<file path="config.mk">
export PLATFORM = sky130hd
export DESIGN_NAME = sc6_core
export DESIGN_NICKNAME = d
export VERILOG_FILES = /design/src/rtl/sc6_pkg.sv /design/src/rtl/sc6_decode.sv /design/src/rtl/sc6_regfile.sv /design/src/rtl/sc6_alu.sv /design/src/rtl/sc6_core.sv
export SDC_FILE = /design/constraint.sdc
export NUM_CORES = 1
export LEC_CHECK = 0
export ABC_AREA = 1
export BUFFER_PORTS_ARGS = -buffer_cell sky130_fd_sc_hd__buf_2
export CAP_MARGIN = 20
export CORE_MARGIN = 1.5
export CORE_UTILIZATION = 50
export CTS_BUF_LIST = sky130_fd_sc_hd__clkbuf_2
export CTS_CLUSTER_DIAMETER = 30
export DETAILED_ROUTE_END_ITERATION = 8
export GPL_TIMING_DRIVEN = 0
export PLACE_DENSITY = 0.79
export REMOVE_ABC_BUFFERS = 1
export SETUP_SLACK_MARGIN = 0.1
export SLEW_MARGIN = 15
export SYNTH_ARGS = -nofsm -noshare
export SYNTH_HDL_FRONTEND = slang
export SYNTH_SLANG_ARGS = --single-unit
</file>
<file path="constraint.sdc">
create_clock -name clk -period 8.1 [get_ports clk]
set_input_delay 0.81 -clock clk [delete_from_list [all_inputs] [get_ports clk]]
set_output_delay 0.81 -clock clk [all_outputs]
set_load 0.1 [all_outputs]
</file>
<file path="src/rtl/sc6_pkg.sv">
package sc6_pkg;

  localparam int OPC_W = 3;

  typedef enum logic [OPC_W-1:0] {
    OPC_LDC  = 3'd0,
    OPC_LDPC = 3'd1,
    OPC_ALU0 = 3'd2,
    OPC_ALU1 = 3'd3,
    OPC_JZ   = 3'd4,
    OPC_LD   = 3'd5,
    OPC_ST   = 3'd6,
    OPC_BAD  = 3'd7
  } opc_e;

  typedef enum logic [1:0] {
    FN_ADD = 2'd0,
    FN_SUB = 2'd1,
    FN_AND = 2'd2,
    FN_OR  = 2'd3
  } alu_fn_e;

  typedef enum logic [1:0] {
    WB_IMM = 2'd0,
    WB_PC  = 2'd1,
    WB_ALU = 2'd2,
    WB_MEM = 2'd3
  } wb_sel_e;

  typedef struct packed {
    logic    rf_we;
    wb_sel_e wb_sel;
    logic    mem_we;
    logic    is_jz;
    alu_fn_e fn;
  } ctl_t;

endpackage

</file>
<file path="src/rtl/sc6_decode.sv">
module sc6_decode
  import sc6_pkg::*;
#(
  parameter int INSN_W = 16,
  parameter int REG_AW = 4,
  parameter int IMM_W  = 8
) (
  input  logic [INSN_W-1:0] insn,
  output ctl_t              ctl,
  output logic [REG_AW-1:0] rd,
  output logic [REG_AW-1:0] ra,
  output logic [REG_AW-1:0] rb,
  output logic [IMM_W-1:0]  imm
);

  localparam int OP_LSB = INSN_W - OPC_W;
  localparam int RD_LSB = OP_LSB - REG_AW;
  localparam int RA_LSB = RD_LSB - REG_AW;
  localparam int RB_LSB = RA_LSB - REG_AW;
  localparam int FN_BIT = 0;

  opc_e opc;

  assign opc = opc_e'(insn[OP_LSB +: OPC_W]);
  assign rd  = insn[RD_LSB +: REG_AW];
  assign ra  = insn[RA_LSB +: REG_AW];
  assign rb  = insn[RB_LSB +: REG_AW];
  // immediate overlays both source register fields
  assign imm = insn[RB_LSB +: IMM_W];

  always_comb begin
    ctl        = '0;
    ctl.wb_sel = WB_ALU;
    ctl.fn     = alu_fn_e'({insn[OP_LSB], insn[FN_BIT]});
    unique case (opc)
      OPC_LDC:  begin ctl.rf_we = 1'b1; ctl.wb_sel = WB_IMM; end
      OPC_LDPC: begin ctl.rf_we = 1'b1; ctl.wb_sel = WB_PC;  end
      OPC_ALU0,
      OPC_ALU1: begin ctl.rf_we = 1'b1; ctl.wb_sel = WB_ALU; end
      OPC_JZ:   ctl.is_jz = 1'b1;
      OPC_LD:   begin ctl.rf_we = 1'b1; ctl.wb_sel = WB_MEM; end
      OPC_ST:   ctl.mem_we = 1'b1;
      default:  ctl.rf_we = 1'b0;
    endcase
  end

endmodule

</file>
<file path="src/rtl/sc6_regfile.sv">
module sc6_regfile #(
  parameter int DATA_W = 16,
  parameter int REG_AW = 4
) (
  input  logic              clk,
  input  logic              rst_n,
  input  logic              we,
  input  logic [REG_AW-1:0] waddr,
  input  logic [DATA_W-1:0] wdata,
  input  logic [REG_AW-1:0] raddr_a,
  output logic [DATA_W-1:0] rdata_a,
  input  logic [REG_AW-1:0] raddr_b,
  output logic [DATA_W-1:0] rdata_b
);

  localparam int NREG = 1 << REG_AW;

  logic [DATA_W-1:0] regs_q [NREG];

  for (genvar gi = 0; gi < NREG; gi++) begin : g_reg
    logic              en;
    logic [DATA_W-1:0] d;

    assign en = we && (waddr == REG_AW'(gi));

    always_comb begin
      d = regs_q[gi];
      if (en) d = wdata;
    end

    always_ff @(posedge clk or negedge rst_n) begin
      if (!rst_n)  regs_q[gi] <= '0;
      else if (en) regs_q[gi] <= d;
    end
  end

  assign rdata_a = regs_q[raddr_a];
  assign rdata_b = regs_q[raddr_b];

endmodule

</file>
<file path="src/rtl/sc6_alu.sv">
module sc6_alu
  import sc6_pkg::*;
#(
  parameter int DATA_W = 16
) (
  input  alu_fn_e           fn,
  input  logic [DATA_W-1:0] a,
  input  logic [DATA_W-1:0] b,
  output logic [DATA_W-1:0] y
);

  always_comb begin
    unique case (fn)
      FN_ADD:  y = a + b;
      FN_SUB:  y = a - b;
      FN_AND:  y = a & b;
      FN_OR:   y = a | b;
      default: y = '0;
    endcase
  end

endmodule

</file>
<file path="src/rtl/sc6_core.sv">
module sc6_core
  import sc6_pkg::*;
#(
  parameter int DATA_W      = 16,
  parameter int INSN_W      = 16,
  parameter int REG_AW      = 4,
  parameter int IMM_W       = 8,
  parameter int IADDR_W     = 8,
  parameter int DADDR_W     = 8,
  parameter int SYNC_STAGES = 2
) (
  input  logic               clk,
  input  logic               rst_n,
  output logic [IADDR_W-1:0] imem_addr,
  input  logic [INSN_W-1:0]  imem_rdata,
  output logic [DADDR_W-1:0] dmem_addr,
  output logic               dmem_we,
  output logic [DATA_W-1:0]  dmem_wdata,
  input  logic [DATA_W-1:0]  dmem_rdata
);

  // reset release synchroniser
  logic [SYNC_STAGES-1:0] sync_q;
  logic [SYNC_STAGES-1:0] sync_d;
  logic                   run;

  assign sync_d = {sync_q[SYNC_STAGES-2:0], 1'b1};

  always_ff @(posedge clk or negedge rst_n) begin
    if (!rst_n) sync_q <= '0;
    else        sync_q <= sync_d;
  end

  assign run = sync_q[SYNC_STAGES-1];

  // decode
  ctl_t              ctl;
  logic [REG_AW-1:0] rd, ra, rb;
  logic [IMM_W-1:0]  imm;

  sc6_decode #(.INSN_W(INSN_W), .REG_AW(REG_AW), .IMM_W(IMM_W)) u_dec (
    .insn(imem_rdata), .ctl(ctl), .rd(rd), .ra(ra), .rb(rb), .imm(imm)
  );

  // register file
  logic              rf_we;
  logic [DATA_W-1:0] rf_wdata;
  logic [DATA_W-1:0] ra_val, rb_val;

  sc6_regfile #(.DATA_W(DATA_W), .REG_AW(REG_AW)) u_rf (
    .clk(clk), .rst_n(run), .we(rf_we), .waddr(rd), .wdata(rf_wdata),
    .raddr_a(ra), .rdata_a(ra_val), .raddr_b(rb), .rdata_b(rb_val)
  );

  // ALU
  logic [DATA_W-1:0] alu_y;

  sc6_alu #(.DATA_W(DATA_W)) u_alu (
    .fn(ctl.fn), .a(ra_val), .b(rb_val), .y(alu_y)
  );

  // program counter
  logic [IADDR_W-1:0] pc_q, pc_d, pc_inc;
  logic               pc_en;
  logic               take_jump;

  assign pc_inc    = pc_q + IADDR_W'(1);
  assign take_jump = ctl.is_jz && (ra_val == '0);
  assign pc_en     = run;

  always_comb begin
    pc_d = pc_inc;
    if (take_jump) pc_d = rb_val[IADDR_W-1:0];
  end

  always_ff @(posedge clk or negedge run) begin
    if (!run)       pc_q <= '0;
    else if (pc_en) pc_q <= pc_d;
  end

  // write-back select
  always_comb begin
    unique case (ctl.wb_sel)
      WB_IMM:  rf_wdata = DATA_W'(imm);
      WB_PC:   rf_wdata = DATA_W'(pc_q);
      WB_ALU:  rf_wdata = alu_y;
      default: rf_wdata = dmem_rdata;
    endcase
  end

  assign rf_we      = ctl.rf_we && run;
  assign imem_addr  = pc_q;
  assign dmem_addr  = ra_val[DADDR_W-1:0];
  assign dmem_wdata = rb_val;
  assign dmem_we    = ctl.mem_we && run;

endmodule

</file>
Word level (Yosys, flattened, before mapping). Cells that the tools add are included.

Output and inout port bits: 33. Memories: 0. Bits in latches: 0. Logic and storage cells: 91. Bits of input ports: 34. Memory bits (writable): 0. Memory bits (read-only): 0. Register bits after elaboration: 266.

Shift-type cells: 0. $add $sub $neg: 3. Equality and inequality tests: 26. Bitwise logic cells: 4. $mul: 0. Mux-type cells: 13. Order comparisons: 2. Reductions and logical operators: 25. Div/mod/pow operators: 0.

Operators with widths (count): 16-bit binary-select mux with 4-bit select (2); 16-bit two-way mux (4); 16-bit case mux with 4 select lines (1); 16-bit case mux with 3 select lines (1); 4-bit == test, second input constant (8); 1-bit logical AND (19); 16-bit adder (1); 16-bit bitwise AND (1); 4-bit by 3-bit == test with 1-bit output, second input constant (4); 16-bit zero test (1); 16-bit OR (1); 16-bit subtractor (1); 5-bit greater-or-equal comparator, second input constant (2); 4-bit NOT with 5-bit output (2); 3-bit == test, second input constant (3); 8-bit by 1-bit adder with 8-bit output, second input constant (1); 4-bit by 2-bit == test with 1-bit output, second input constant (2); 8-bit two-way mux (1); 2-bit == test, second input constant (3); 3-bit by 2-bit == test with 1-bit output, second input constant (2); 2-bit case mux with 3 select lines (1); 5-bit OR reduction (1); 2-bit by 1-bit == test with 1-bit output, second input constant (2); 4-bit by 1-bit == test with 1-bit output, second input constant (1); other kinds (5) (8).

Depth between registers and ports, before layout.
Depth in word-level cells: 7. Depth in mapped cells: 31. Gate-level depth less buffers: 28.

By module. Synthesis repeated with hierarchy kept, for this count alone.

Cells, all modules: 2733. Area total of the unflattened synthesis: 17717.0 um^2.

Modules (own cells, without submodules): sc6_regfile (times used 1, cells each 2236, seq. area each 6406.1 um^2, area each 14856.7 um^2); sc6_alu (times used 1, cells each 297, seq. area each 0.0 um^2, area each 1584.0 um^2); sc6_core (times used 1, cells each 169, seq. area each 250.2 um^2, area each 1074.8 um^2); sc6_decode (times used 1, cells each 31, seq. area each 0.0 um^2, area each 201.4 um^2).

Least setup slack after synthesis. Ideal clock, no wire load.

Path kind: register to output. Start: register sync_q[1]. End: output port dmem_we. Required time: 7290 ps. Slack: -2284 ps. Data arrival time: 9574 ps. Buffers on the path: 0. Cell stages (with the launch flop): 3. Path through: dfrtp_1 > inv_1 > nor3_1.

Longest elaborated chain between the ends: 1.

RTL lines: start, declared (line sc6_core.sv:23) `logic [SYNC_STAGES-1:0] sync_q;`; start signal, assigned (line sc6_core.sv:31) `else sync_q <= sync_d;`; 1-bit logical AND (line sc6_core.sv:95) `assign dmem_we = ctl.mem_we && run;`; end, declared (line sc6_core.sv:17) `output logic dmem_we,`.

Every way passes these cells.

Worst setup path after layout.
Start: input port imem_rdata[4]. End: register u_rf.regs_q[22] (netlist name).

Longest elaborated chain between the ends: 7. Elaborated cells on any way between the ends: 10. Those cells by class: add/sub: 2; mux: 5; bitwise: 3.

RTL lines: start, declared (line sc6_core.sv:15) `input logic [INSN_W-1:0] imem_rdata,`; 4-bit NOT with 5-bit output (not written as such) (*) (line sc6_regfile.sv:38) `assign rdata_b = regs_q[raddr_b];`; 16-bit binary-select mux with 4-bit select (*) (line sc6_regfile.sv:38); 16-bit two-way mux (not written as such) (*) (2 in a row) (line sc6_regfile.sv:38); 16-bit subtractor, or another cell as far along (line sc6_alu.sv:15) `FN_SUB: y = a - b;`; 16-bit case mux with 4 select lines (*) (line sc6_alu.sv:13) `unique case (fn)`; 16-bit case mux with 3 select lines (*) (line sc6_core.sv:83) `unique case (ctl.wb_sel)`; end signal, assigned by index (line sc6_regfile.sv:32) `if (!rst_n) regs_q[gi] <= '0;`; end signal, assigned by index (line sc6_regfile.sv:33) `else if (en) regs_q[gi] <= d;`; end, declared (line sc6_regfile.sv:18) `logic [DATA_W-1:0] regs_q [NREG];`.

Every way passes the cells marked *; elsewhere a longest branch is shown, timed or not. The select of a mux whose other input is x is not followed. A chain may end at the register's enable or synchronous reset.

==> impl_metrics.ini <==
[sta]
fin_ws_ns = 2.33
tightest_slew_ns = 1.14
hold_violations = 0
finalSetupViolCount = 0
rsz0062_at_grt = no
finalClockSkew_ns = 0.0651
slew_violations = 0
period_minus_slack_ns = 5.77
slew_headroom_pct = 24.0
worst_hold_slack_ns = 0.212
timing.setup.tns_ns = 0
timing.fmax_ghz = 0.173
fin_crit_sh_pct = 71.2

[placement]
port_buffers = 66
dp_cells = 2769
place_congestion = 0.942
place_hpwl_um = 36200
dp_slack_ns = 1.81

[job]
maxCapViolCount = 0

[global_route]
grt_overflow = 0
grt_first_pass_wirelength_um = 88400
grt_max_degree = 144
antenna_found_initial = 1
grt_usage_pct = 31.9
grt_pass1_vias = 16600

[synth]
synth_top_family_by_area = simple AND/OR/NAND/NOR gates
synth_compound_gate_area_share_pct = 20.1
synth_edf_count = 0
ys_ff_latch = 266
yosysSeqAreaShare_pct = 39.1
yosysWarnings = 0
synth.distinct_cells = 50
async_flop_share_pct = 100
yosys.area_share.adder_pct = 1.51
synth-main-ff-cell = dfrtp_1
syn_area_um2 = 17000
synthCells = 2398
synth_xor_area_share_pct = 1.08
synth_mux_area_share_pct = 0
syn_avg_cell_area_um2 = 7.10
yosys.area_share.simple_pct = 26.9

[worst_setup_path]
startpoint_type = primary input
endpoint_kind = register
cp.arrival_ns = 6.50
cpPeakStageDelay_ns = 1.07
slowest_stage = clkinv_1
crit_type = primary input to register
crit_fanout = 17
cp.required_ns = 8.83
cp_cell_sequence = buf_2 -> clkinv_1 -> nand3_1 -> nand2_2 -> inv_2 -> ha_1 -> or2_2 -> o21ai_0 -> inv_1 -> fa_1 -> inv_1 -> nand3_1 -> nand2_1 -> nand2_1 -> a31oi_1 -> xor2_1 -> o211ai_1 -> o211ai_1 -> a21oi_2 -> o21ai_0

[floorplan]
core_um2 = 33500
top_level_ports = 67
row_count = 67
dieArea_um2 = 35200
die_y_um = 188
initial_core_util_pct = 50.8
die_w_um = 188

[detailed_routing]
postRouteAntennaNets = 0
wirelength_um = 56500
first_pass_iters = 8
wl_per_cell_um = 19.5
drt_iter0_markers = 2306
vias_per_cell = 6.06
vias = 17500
drcViolationCount = 0

[status]
status = complete, no violations

[finish]
layout.nets = 2452
fin_cells = 2891
area_delta_synth_final_pct = 6.18
multi_input_area_um2 = 8480
seq_area_um2 = 6660
drive_above_1_share_pct = 10.9
nFillCells = 3246
final_cell_mix = 595 x nand2_1, 297 x o21ai_0, 291 x nand3_1
layout.cells.most_common = nand2_1

[power]
power_density_nw_per_um2 = 251
leakage_nw = 8.59
ir_worst_vdd_mv = 0.210

[clocking]
clk_pin_slew_ns = 0.10
cts-root-buf = clkbuf_2
postCtsHoldBufs = 1
insertion_delay_ns = 0.92
cts_tree = built
htree_levels = 3
cts.sinks = 266
cts_buffer_depth = 3
cts_buffers = 73
cts-resized-gates = 0
cts_setup_buffers = 0

[worst_hold_path]
hold_path_class = primary input to asynchronous set/reset pin
-- critical path: cells and delay by family --
family	cells	cell delay, ns
AO/OA/AOI/OAI	6	1.79
buffers and inverters	5	1.90
AND/OR/NAND/NOR	6	1.15
adder cells (fa/ha/maj)	2	0.64
XOR/XNOR	1	0.17
-- layout make-up --
| cell class | count | share of cell area [%] |
|---|---|---|
| Multi-Input combinational cell | 1713 | 46.9 |
| Sequential cell | 266 | 36.8 |
| Inverter | 251 | 5.23 |
| Timing Repair Buffer | 93 | 4.64 |
| Tap cell | 448 | 3.10 |
| Clock buffer | 106 | 2.93 |
| Clock inverter | 13 | 0.298 |
| Antenna cell | 1 | 0.0138 |
-- routing by layer --
metal	vias up	track usage (%)	share of wire, %
li1	7981	-	-
met1	8150	42.1	39
met2	1137	47.1	43
met3	257	7.24	12
met4	0	20.5	5.9
met5	-	0	0
-- synthesized netlist by cell type (2+ instances only) --
cell / n / share of area [%]
buf_6: 26 / 1.7
xor2_1: 12 / 0.62
nor2_2: 2 / 0.073
o211ai_2: 7 / 0.51
nand2_2: 21 / 0.77
a31oi_1: 25 / 0.92
inv_1: 243 / 5.4
o221ai_1: 3 / 0.15
a22oi_1: 2 / 0.088
nor2_1: 116 / 2.6
buf_2: 66 / 1.9
buf_4: 15 / 0.66
inv_2: 4 / 0.088
or2_1: 25 / 0.92
o211ai_1: 106 / 4.7
nand4_1: 5 / 0.18
o21ai_0: 298 / 8.8
xnor2_1: 9 / 0.46
a22o_1: 3 / 0.15
a221oi_1: 2 / 0.10
a21oi_2: 4 / 0.21
or2_2: 3 / 0.11
buf_1: 10 / 0.22
o22ai_1: 3 / 0.11
ha_1: 19 / 1.4
clkbuf_1: 50 / 1.1
clkinv_1: 4 / 0.088
nor3_1: 10 / 0.29
o21ai_1: 34 / 1.0
nand3_1: 291 / 8.6
nand2_1: 595 / 13
dfrtp_1: 266 / 39
a21oi_1: 101 / 3.0
or2_0: 2 / 0.073
-- metrics by stage --
stage	util (%)	cell area, um2	total power [mW]
3_3_place_gp	50.5	16900	3.51
6_report	53.9	18100	4.54
2_1_floorplan	-	16000	3.12
4_1_cts	53.9	18100	4.52
3_5_place_dp	52.1	17500	3.59
5_1_grt	53.9	18100	4.85
-- sequential cells by signal (all words and copies together), names as in the netlist --
register and flops:
imem_addr 8, sync_q 2, u_rf.regs_q 256
-- cells by family after synthesis --
family | Yosys count
adder cells (fa/ha/maj) | 20
buffers and inverters | 419
XOR/XNOR | 21
AO/OA/AOI/OAI | 597
AND/OR/NAND/NOR | 1074
other | 1
flip-flops | 266
-- path summary, 6_finish.rpt --
check                           slack [ns]                to  cells past startpoint              from
worst max-delay path                  2.33   u_rf.regs_q[22]                     20     imem_rdata[4]
worst min-delay path                  0.21         sync_q[1]                      2             rst_n
worst max register to register        3.38   u_rf.regs_q[22]                     22  u_rf.regs_q[177]
worst min register to register        0.26  u_rf.regs_q[149]                      0         sync_q[1]
max in group asynchronous             6.58   u_rf.regs_q[32]                      3         sync_q[1]
min in group clk                      0.36         sync_q[1]                      0         sync_q[0]
-- where the power goes --
group	leakage, nW	switching (mW)	internal (mW)	total, mW
Sequential	3.31	0.224	1.70	1.92
Clock	0.475	0.582	0.343	0.925
Combinational	4.80	1.18	0.506	1.69
Power figures use the tool's default switching activity.
